$ cat src/rtl/gpio_pkg.sv
package gpio_pkg;
    localparam int WORD_W = 32;
    localparam int AF_W   = 2;
    localparam int NKINDS_PLAIN = 7;

    typedef enum logic [2:0] {
        RK_LEVEL = 3'd0,
        RK_DIR   = 3'd1,
        RK_SET   = 3'd2,
        RK_CLR   = 3'd3,
        RK_RISE  = 3'd4,
        RK_FALL  = 3'd5,
        RK_STAT  = 3'd6,
        RK_ALTF  = 3'd7
    } reg_kind_e;
endpackage

$ cat src/rtl/gpio_addr_decode.sv
module gpio_addr_decode
    import gpio_pkg::*;
#(
    parameter int NREG   = 2,
    parameter int ADDR_W = 7,
    parameter int IDX_W  = 2
) (
    input  logic [ADDR_W-1:0] addr,
    output reg_kind_e         kind,
    output logic [IDX_W-1:0]  idx,
    output logic              hit
);
    localparam int WORD_AW = ADDR_W - 2;

    logic [WORD_AW-1:0] word;
    int                 wi;

    assign word = addr[ADDR_W-1:2];

    // Banks are consecutive; kind 7 holds twice as many words
    always_comb begin
        wi   = int'(word);
        kind = RK_LEVEL;
        idx  = '0;
        hit  = 1'b0;
        for (int t = 0; t < NKINDS_PLAIN; t++) begin
            if (wi >= t*NREG && wi < (t+1)*NREG) begin
                kind = reg_kind_e'(t);
                idx  = IDX_W'(wi - t*NREG);
                hit  = 1'b1;
            end
        end
        if (wi >= NKINDS_PLAIN*NREG && wi < (NKINDS_PLAIN+2)*NREG) begin
            kind = RK_ALTF;
            idx  = IDX_W'(wi - NKINDS_PLAIN*NREG);
            hit  = 1'b1;
        end
    end
endmodule

$ cat src/rtl/gpio_in_sync.sv
module gpio_in_sync #(
    parameter int W = 64
) (
    input  logic         clk,
    input  logic         rst_n,
    input  logic [W-1:0] async_in,
    output logic [W-1:0] level,
    output logic [W-1:0] rise,
    output logic [W-1:0] fall
);
    typedef struct packed {
        logic [W-1:0] s1;
        logic [W-1:0] s2;
        logic [W-1:0] prev;
    } sync_t;

    sync_t sync_d, sync_q;

    always_comb begin
        sync_d      = sync_q;
        sync_d.s1   = async_in;
        sync_d.s2   = sync_q.s1;
        sync_d.prev = sync_q.s2;
    end

    always_ff @(posedge clk) begin
        if (!rst_n) sync_q <= '0;
        else        sync_q <= sync_d;
    end

    assign level = sync_q.s2;
    assign rise  = sync_q.s2 & ~sync_q.prev;
    assign fall  = ~sync_q.s2 & sync_q.prev;

    // the synchronized level lags its first stage by exactly one edge
    assert_level_lag_R3: assert property (@(posedge clk) disable iff (!rst_n)
        $past(rst_n) |-> (level == $past(sync_q.s1)));
endmodule

$ cat src/rtl/gpio_banked_ctrl.sv
module gpio_banked_ctrl
    import gpio_pkg::*;
#(
    parameter int NUM_PINS = 64,
    parameter int ADDR_W   = $clog2(9 * (NUM_PINS / 32) * 4)
) (
    input  logic                clk,
    input  logic                rst_n,
    input  logic                bus_sel,
    input  logic                bus_wr,
    input  logic [ADDR_W-1:0]   bus_addr,
    input  logic [31:0]         bus_wdata,
    output logic [31:0]         bus_rdata,
    input  logic [NUM_PINS-1:0] pin_in,
    output logic [NUM_PINS-1:0] pin_out,
    output logic [NUM_PINS-1:0] pin_oe,
    output logic                irq
);
    localparam int NREG    = NUM_PINS / WORD_W;
    localparam int AF_BITS = NUM_PINS * AF_W;
    localparam int IDX_W   = $clog2(2 * NREG);

    typedef struct packed {
        logic [NUM_PINS-1:0] dir;
        logic [NUM_PINS-1:0] out;
        logic [NUM_PINS-1:0] rise_en;
        logic [NUM_PINS-1:0] fall_en;
        logic [NUM_PINS-1:0] sts;
        logic [AF_BITS-1:0]  af;
    } ctrl_t;

    ctrl_t ctrl_d, ctrl_q;

    reg_kind_e           kind;
    logic [IDX_W-1:0]    idx;
    logic                addr_hit;
    logic [NUM_PINS-1:0] lvl, rise, fall;
    int                  shamt;
    logic                wr_go;
    logic [NUM_PINS-1:0] pin_m, pin_w;
    logic [AF_BITS-1:0]  af_m, af_w;
    logic [NUM_PINS-1:0] set_m, clr_m, stclr_m, edge_hit;

    gpio_addr_decode #(.NREG(NREG), .ADDR_W(ADDR_W), .IDX_W(IDX_W)) u_dec (
        .addr (bus_addr),
        .kind (kind),
        .idx  (idx),
        .hit  (addr_hit)
    );

    gpio_in_sync #(.W(NUM_PINS)) u_sync (
        .clk      (clk),
        .rst_n    (rst_n),
        .async_in (pin_in),
        .level    (lvl),
        .rise     (rise),
        .fall     (fall)
    );

    assign shamt = WORD_W * int'(idx);

    // Next-state computation
    always_comb begin
        wr_go    = bus_sel & bus_wr & addr_hit;
        pin_m    = NUM_PINS'({WORD_W{1'b1}}) << shamt;
        af_m     = AF_BITS'({WORD_W{1'b1}}) << shamt;
        pin_w    = {NREG{bus_wdata}};
        af_w     = {(2*NREG){bus_wdata}};
        set_m    = (wr_go && kind == RK_SET)  ? (pin_w & pin_m) : '0;
        clr_m    = (wr_go && kind == RK_CLR)  ? (pin_w & pin_m) : '0;
        stclr_m  = (wr_go && kind == RK_STAT) ? (pin_w & pin_m) : '0;
        edge_hit = (rise & ctrl_q.rise_en) | (fall & ctrl_q.fall_en);

        ctrl_d = ctrl_q;
        if (wr_go) begin
            case (kind)
                RK_DIR:  ctrl_d.dir     = (ctrl_q.dir & ~pin_m) | (pin_w & pin_m);
                RK_RISE: ctrl_d.rise_en = (ctrl_q.rise_en & ~pin_m) | (pin_w & pin_m);
                RK_FALL: ctrl_d.fall_en = (ctrl_q.fall_en & ~pin_m) | (pin_w & pin_m);
                RK_ALTF: ctrl_d.af      = (ctrl_q.af & ~af_m) | (af_w & af_m);
                default: ;
            endcase
        end
        ctrl_d.out = (ctrl_q.out | set_m) & ~clr_m;
        // Capture wins over the clear so no edge is lost
        ctrl_d.sts = (ctrl_q.sts & ~stclr_m) | edge_hit;
    end

    always_ff @(posedge clk) begin
        if (!rst_n) ctrl_q <= '0;
        else        ctrl_q <= ctrl_d;
    end

    // Read path
    always_comb begin
        bus_rdata = '0;
        if (bus_sel && addr_hit) begin
            case (kind)
                RK_LEVEL: bus_rdata = 32'(lvl >> shamt);
                RK_DIR:   bus_rdata = 32'(ctrl_q.dir >> shamt);
                RK_RISE:  bus_rdata = 32'(ctrl_q.rise_en >> shamt);
                RK_FALL:  bus_rdata = 32'(ctrl_q.fall_en >> shamt);
                RK_STAT:  bus_rdata = 32'(ctrl_q.sts >> shamt);
                RK_ALTF:  bus_rdata = 32'(ctrl_q.af >> shamt);
                default:  bus_rdata = '0;
            endcase
        end
    end

    // Output enables: direction gated by a plain-GPIO function code
    for (genvar p = 0; p < NUM_PINS; p++) begin : g_oe
        assign pin_oe[p] = ctrl_q.dir[p] & ~(|ctrl_q.af[AF_W*p +: AF_W]);
    end

    assign pin_out = ctrl_q.out;
    assign irq     = |ctrl_q.sts;

    // set bits appear high on the pins one edge after the write
    assert_set_drives_R5: assert property (@(posedge clk) disable iff (!rst_n)
        (set_m != '0) |=> ((pin_out & $past(set_m)) == $past(set_m)));

    // clear bits appear low on the pins one edge after the write
    assert_clr_drives_R5: assert property (@(posedge clk) disable iff (!rst_n)
        (clr_m != '0) |=> ((pin_out & $past(clr_m)) == '0));

    // a pin with both edge enables off gains no status bit
    assert_disabled_quiet_R6: assert property (@(posedge clk) disable iff (!rst_n)
        1'b1 |=> ((ctrl_q.sts & ~$past(ctrl_q.sts)
                   & ~$past(ctrl_q.rise_en | ctrl_q.fall_en)) == '0));

    // status bits persist unless their clear bit was written
    assert_sticky_R7: assert property (@(posedge clk) disable iff (!rst_n)
        1'b1 |=> ((ctrl_q.sts & $past(ctrl_q.sts & ~stclr_m))
                  == $past(ctrl_q.sts & ~stclr_m)));

    // a captured edge always lands, even against a clearing write
    assert_edge_kept_R7: assert property (@(posedge clk) disable iff (!rst_n)
        (edge_hit != '0) |=> ((ctrl_q.sts & $past(edge_hit)) == $past(edge_hit)));

    // the interrupt only rises after an enabled edge was seen
    assert_irq_cause_R8: assert property (@(posedge clk) disable iff (!rst_n)
        $rose(irq) |-> ($past(edge_hit) != '0));
endmodule

$ cat config.mk
export PLATFORM = sky130hd
export DESIGN_NAME = gpio_banked_ctrl
export DESIGN_NICKNAME = d
export VERILOG_FILES = /design/src/rtl/gpio_pkg.sv /design/src/rtl/gpio_addr_decode.sv /design/src/rtl/gpio_in_sync.sv /design/src/rtl/gpio_banked_ctrl.sv
export SDC_FILE = /design/constraint.sdc
export NUM_CORES = 1
export LEC_CHECK = 0
export ABC_AREA = 1
export BUFFER_PORTS_ARGS = -buffer_cell sky130_fd_sc_hd__clkbuf_2
export CORE_AREA = 2 2 334 336
export DETAILED_ROUTE_END_ITERATION = 10
export DIE_AREA = 0 0 336 338
export PLACE_DENSITY = 0.44
export SLEW_MARGIN = 20
export SYNTH_ARGS = -nofsm -noshare
export SYNTH_HDL_FRONTEND = slang
export SYNTH_SLANG_ARGS = --single-unit
export TNS_END_PERCENT = 50
$ cat constraint.sdc
create_clock -name clk -period 4 [get_ports clk]
set_clock_uncertainty 0.15 [all_clocks]
set_input_delay 0.2 -clock clk [delete_from_list [all_inputs] [get_ports clk]]
set_output_delay 0.2 -clock clk [all_outputs]
set_load 0.005 [all_outputs]
==> results.py <==
metrics = {
    "timing": {
        "post-route-period-util": 0.9331,
        "fmax_mhz": 267.9,
        "tightest_slew_ns": 1.146,
        "slew_viol_final": 0,
        "grt_setup_unrepaired": "no",
        "fin_ws_ns": 0.2674,
        "timing.final.crit_period_ns": 3.733,
        "final-hold-violation-count": 0,
        "setup_viol": 0,
        "maxSlewHeadroom": 0.2304,
        "tns_ns": 0,
    },
    "power_and_ir_drop": {
        "leakagePower_nw": 14.01,
        "peakVddDrop_uv": 293.8,
        "power_density_nw_per_um2": 432.1,
    },
    "floorplan": {
        "fp.dieW_microns": 336,
        "die_area_sq_um": 113600,
        "core.rowCount": 122,
        "initial_core_util": 0.2478,
        "fp.dieH_microns": 338,
        "core-area_sq_um": 110100,
        "ios": 268,
    },
    "worst_hold_path": {
        "whs_path_depth": 5,
        "hp-start": "bus_addr[5]",
        "hold_path.class": "primary input to register",
    },
    "status": {
        "status": "finished clean",
    },
    "route": {
        "drt-initial-drc-count": 2119,
        "first_pass_iters": 6,
        "drc_errors": 0,
        "wl_met3_mm": 7.018,
        "final_antenna_net_count": 0,
        "dr_wl_met2_mm": 53.39,
        "totalWireLength_mm": 120.5,
        "vias_per_cell": 4.590,
        "routedWlPerCell_microns": 21.17,
        "wl_met1_mm": 57.45,
        "highest_layer": "met4",
        "vias": 26121,
    },
    "logic_synthesis": {
        "avgSynthCellArea_sq_um": 6.948,
        "synthCells": 3926,
        "yosysSeqAreaShare": 0.4697,
        "syn_nets": 4033,
        "ys_seq_elements": 640,
        "synth_edf_count": 0,
        "yosysUniqueCellTypes": 29,
        "async_reset_ff_frac": 0,
        "ys.flop_type": "dfxtp_1",
        "ys.warnings.count": 0,
        "synth_area_sq_um": 27280,
    },
    "cells_and_area": {
        "final_cell_mix": "nand2_1 (985), dfxtp_1 (640), inv_1 (454)",
        "stdcell_area_sq_um": 33330,
        "drive_gt1_frac": 0.1136,
        "final_common_cell": "nand2_1",
        "area_delta_synth_final_pct": 22.19,
        "final_util": 0.3028,
        "finalNetCount": 4252,
    },
    "worst_setup_path": {
        "crit_required_ns": 3.65,
        "path_cells": "dlygate4sd3_1 -> clkbuf_2 -> nor2_4 -> nand2_1 -> nand2_1 -> nand2_2 -> nand2_2 -> inv_2 -> buf_12 -> o21ai_0 -> nor2_1 -> nor2_1 -> clkbuf_2",
        "crit_buf_inv": 5,
        "slowest_stage": "dlygate4sd3_1",
        "r2r_start": "u_sync.level[17]",
        "critPathKind": "primary input to output pin",
        "critical_path_depth": 13,
        "startpoint": "bus_addr[3]",
        "worst-r2r-cell-count": 4,
        "crit_fanout": 19,
        "worstSetupEndpointType": "output pin",
        "cp_slowest_stage_delay_ns": 0.61,
        "crit_arrival_ns": 3.38,
        "cp-start-kind": "primary input",
        "critPathTopFamily": "buffers and inverters",
    },
    "cts": {
        "clock_path_buffers": 3,
        "cts_buffers": 78,
        "h-tree-depth": 3,
        "cts_sinks": 640,
        "cts_setup_buffers": 0,
        "insertion_delay_ns": 0.65,
        "path_clk_slew_ns": 0.06,
        "root_buffer": "clkbuf_16",
        "tritoncts": "built",
    },
    "grt": {
        "grt_start_max_net_pins": 179,
        "grt_pass1_wl_mm": 171.6,
        "track_usage": 0.2070,
        "grt_pass1_vias": 24109,
        "antenna_found_initial": 2,
        "overflow": 0,
    },
    "place": {
        "place_ws_ns": 0.9794,
        "dp_hpwl_mm": 82.33,
        "placed_cell_area_sq_um": 29620,
        "io_buffers": 265,
        "routabilityCongestion": 0.8720,
    },
    "run": {
        "cap_violations": 0,
    },
}
## tightest hold or removal path: stages
cell and delay [ns]:
clkbuf_2 0.14, inv_2 0.07, nand2_1 0.13, nor4_4 0.11, a21oi_1 0.14
## per-layer routing
layer / up-vias / track usage
li1: 12872 / -
met5: - / 0
met2: 821 / 0.3259
met3: 133 / 0.02952
met4: 0 / 0.05229
met1: 12295 / 0.2956
## worst paths after layout
| kind | end | slack (ns) |
|---|---|---|
| max | bus_rdata[16] | 0.27 |
| min | register | 0.04 |
| max reg2reg | ctrl_q[145] | 2.80 |
| min reg2reg | u_sync.level[41] | 0.25 |
## through the flow
step	cells	hold slack (ns)	power (W)
after floorplan	3926	0.1476	0.007109
final	5691	0.04461	0.01440
after global placement	5426	0.2340	0.007529
after global routing	5688	0.07187	0.01489
after detailed placement	5426	0.2368	0.007533
after CTS	5688	0.00009037	0.01457
## cell type report
class,count,area [sq um]
clock inverters,17,132.6
multi-input cells,2501,11240
fillers,12172,76730
clock buffers,118,2295
well taps,1488,1862
repair buffers,456,3213
inverters,468,1762
diodes,3,7.507
flip-flops and latches,640,12810
## power breakdown
part | switching [W] | leakage [nW] | internal [W]
Combinational | 0.000683 | 7.62 | 0.000281
Clock | 0.00290 | 1.20 | 0.00401
Sequential | 0.0000606 | 5.19 | 0.00647
Total | 0.00364 | 14.0 | 0.0108
## synth_stat cells, drive strengths merged, types with 14 or more instances
library cell / instances / area (sq um)
nor4: 18 / 133.9
a31oi: 92 / 575.6
o21bai: 32 / 240.2
nand4: 14 / 87.58
clkbuf: 185 / 694.4
nand2: 990 / 3724
buf: 132 / 809.5
inv: 466 / 1749
a21oi: 392 / 1973
nor2: 383 / 1478
nor3b: 22 / 165.2
nor3: 96 / 480.5
nand3: 62 / 330.3
dfxtp: 640 / 12810
o21ai: 390 / 1952
## kinds of logic (layout without fill, tap and decap cells)
| family | Yosys count | after routing | synth area share |
|---|---|---|---|
| other | 0 | 3 | 0 |
| buffers and inverters | 785 | 1059 | 0.1195 |
| AO/OA/AOI/OAI | 916 | 916 | 0.1761 |
| AND/OR/NAND/NOR | 1585 | 1585 | 0.2346 |
| flip-flops | 640 | 640 | 0.4697 |
## timing repair
item,CTS,global route
gates resized for setup,0,0
hold buffers,127,0
hold endpoints to repair,479,0
Power figures use the tool's default switching activity.
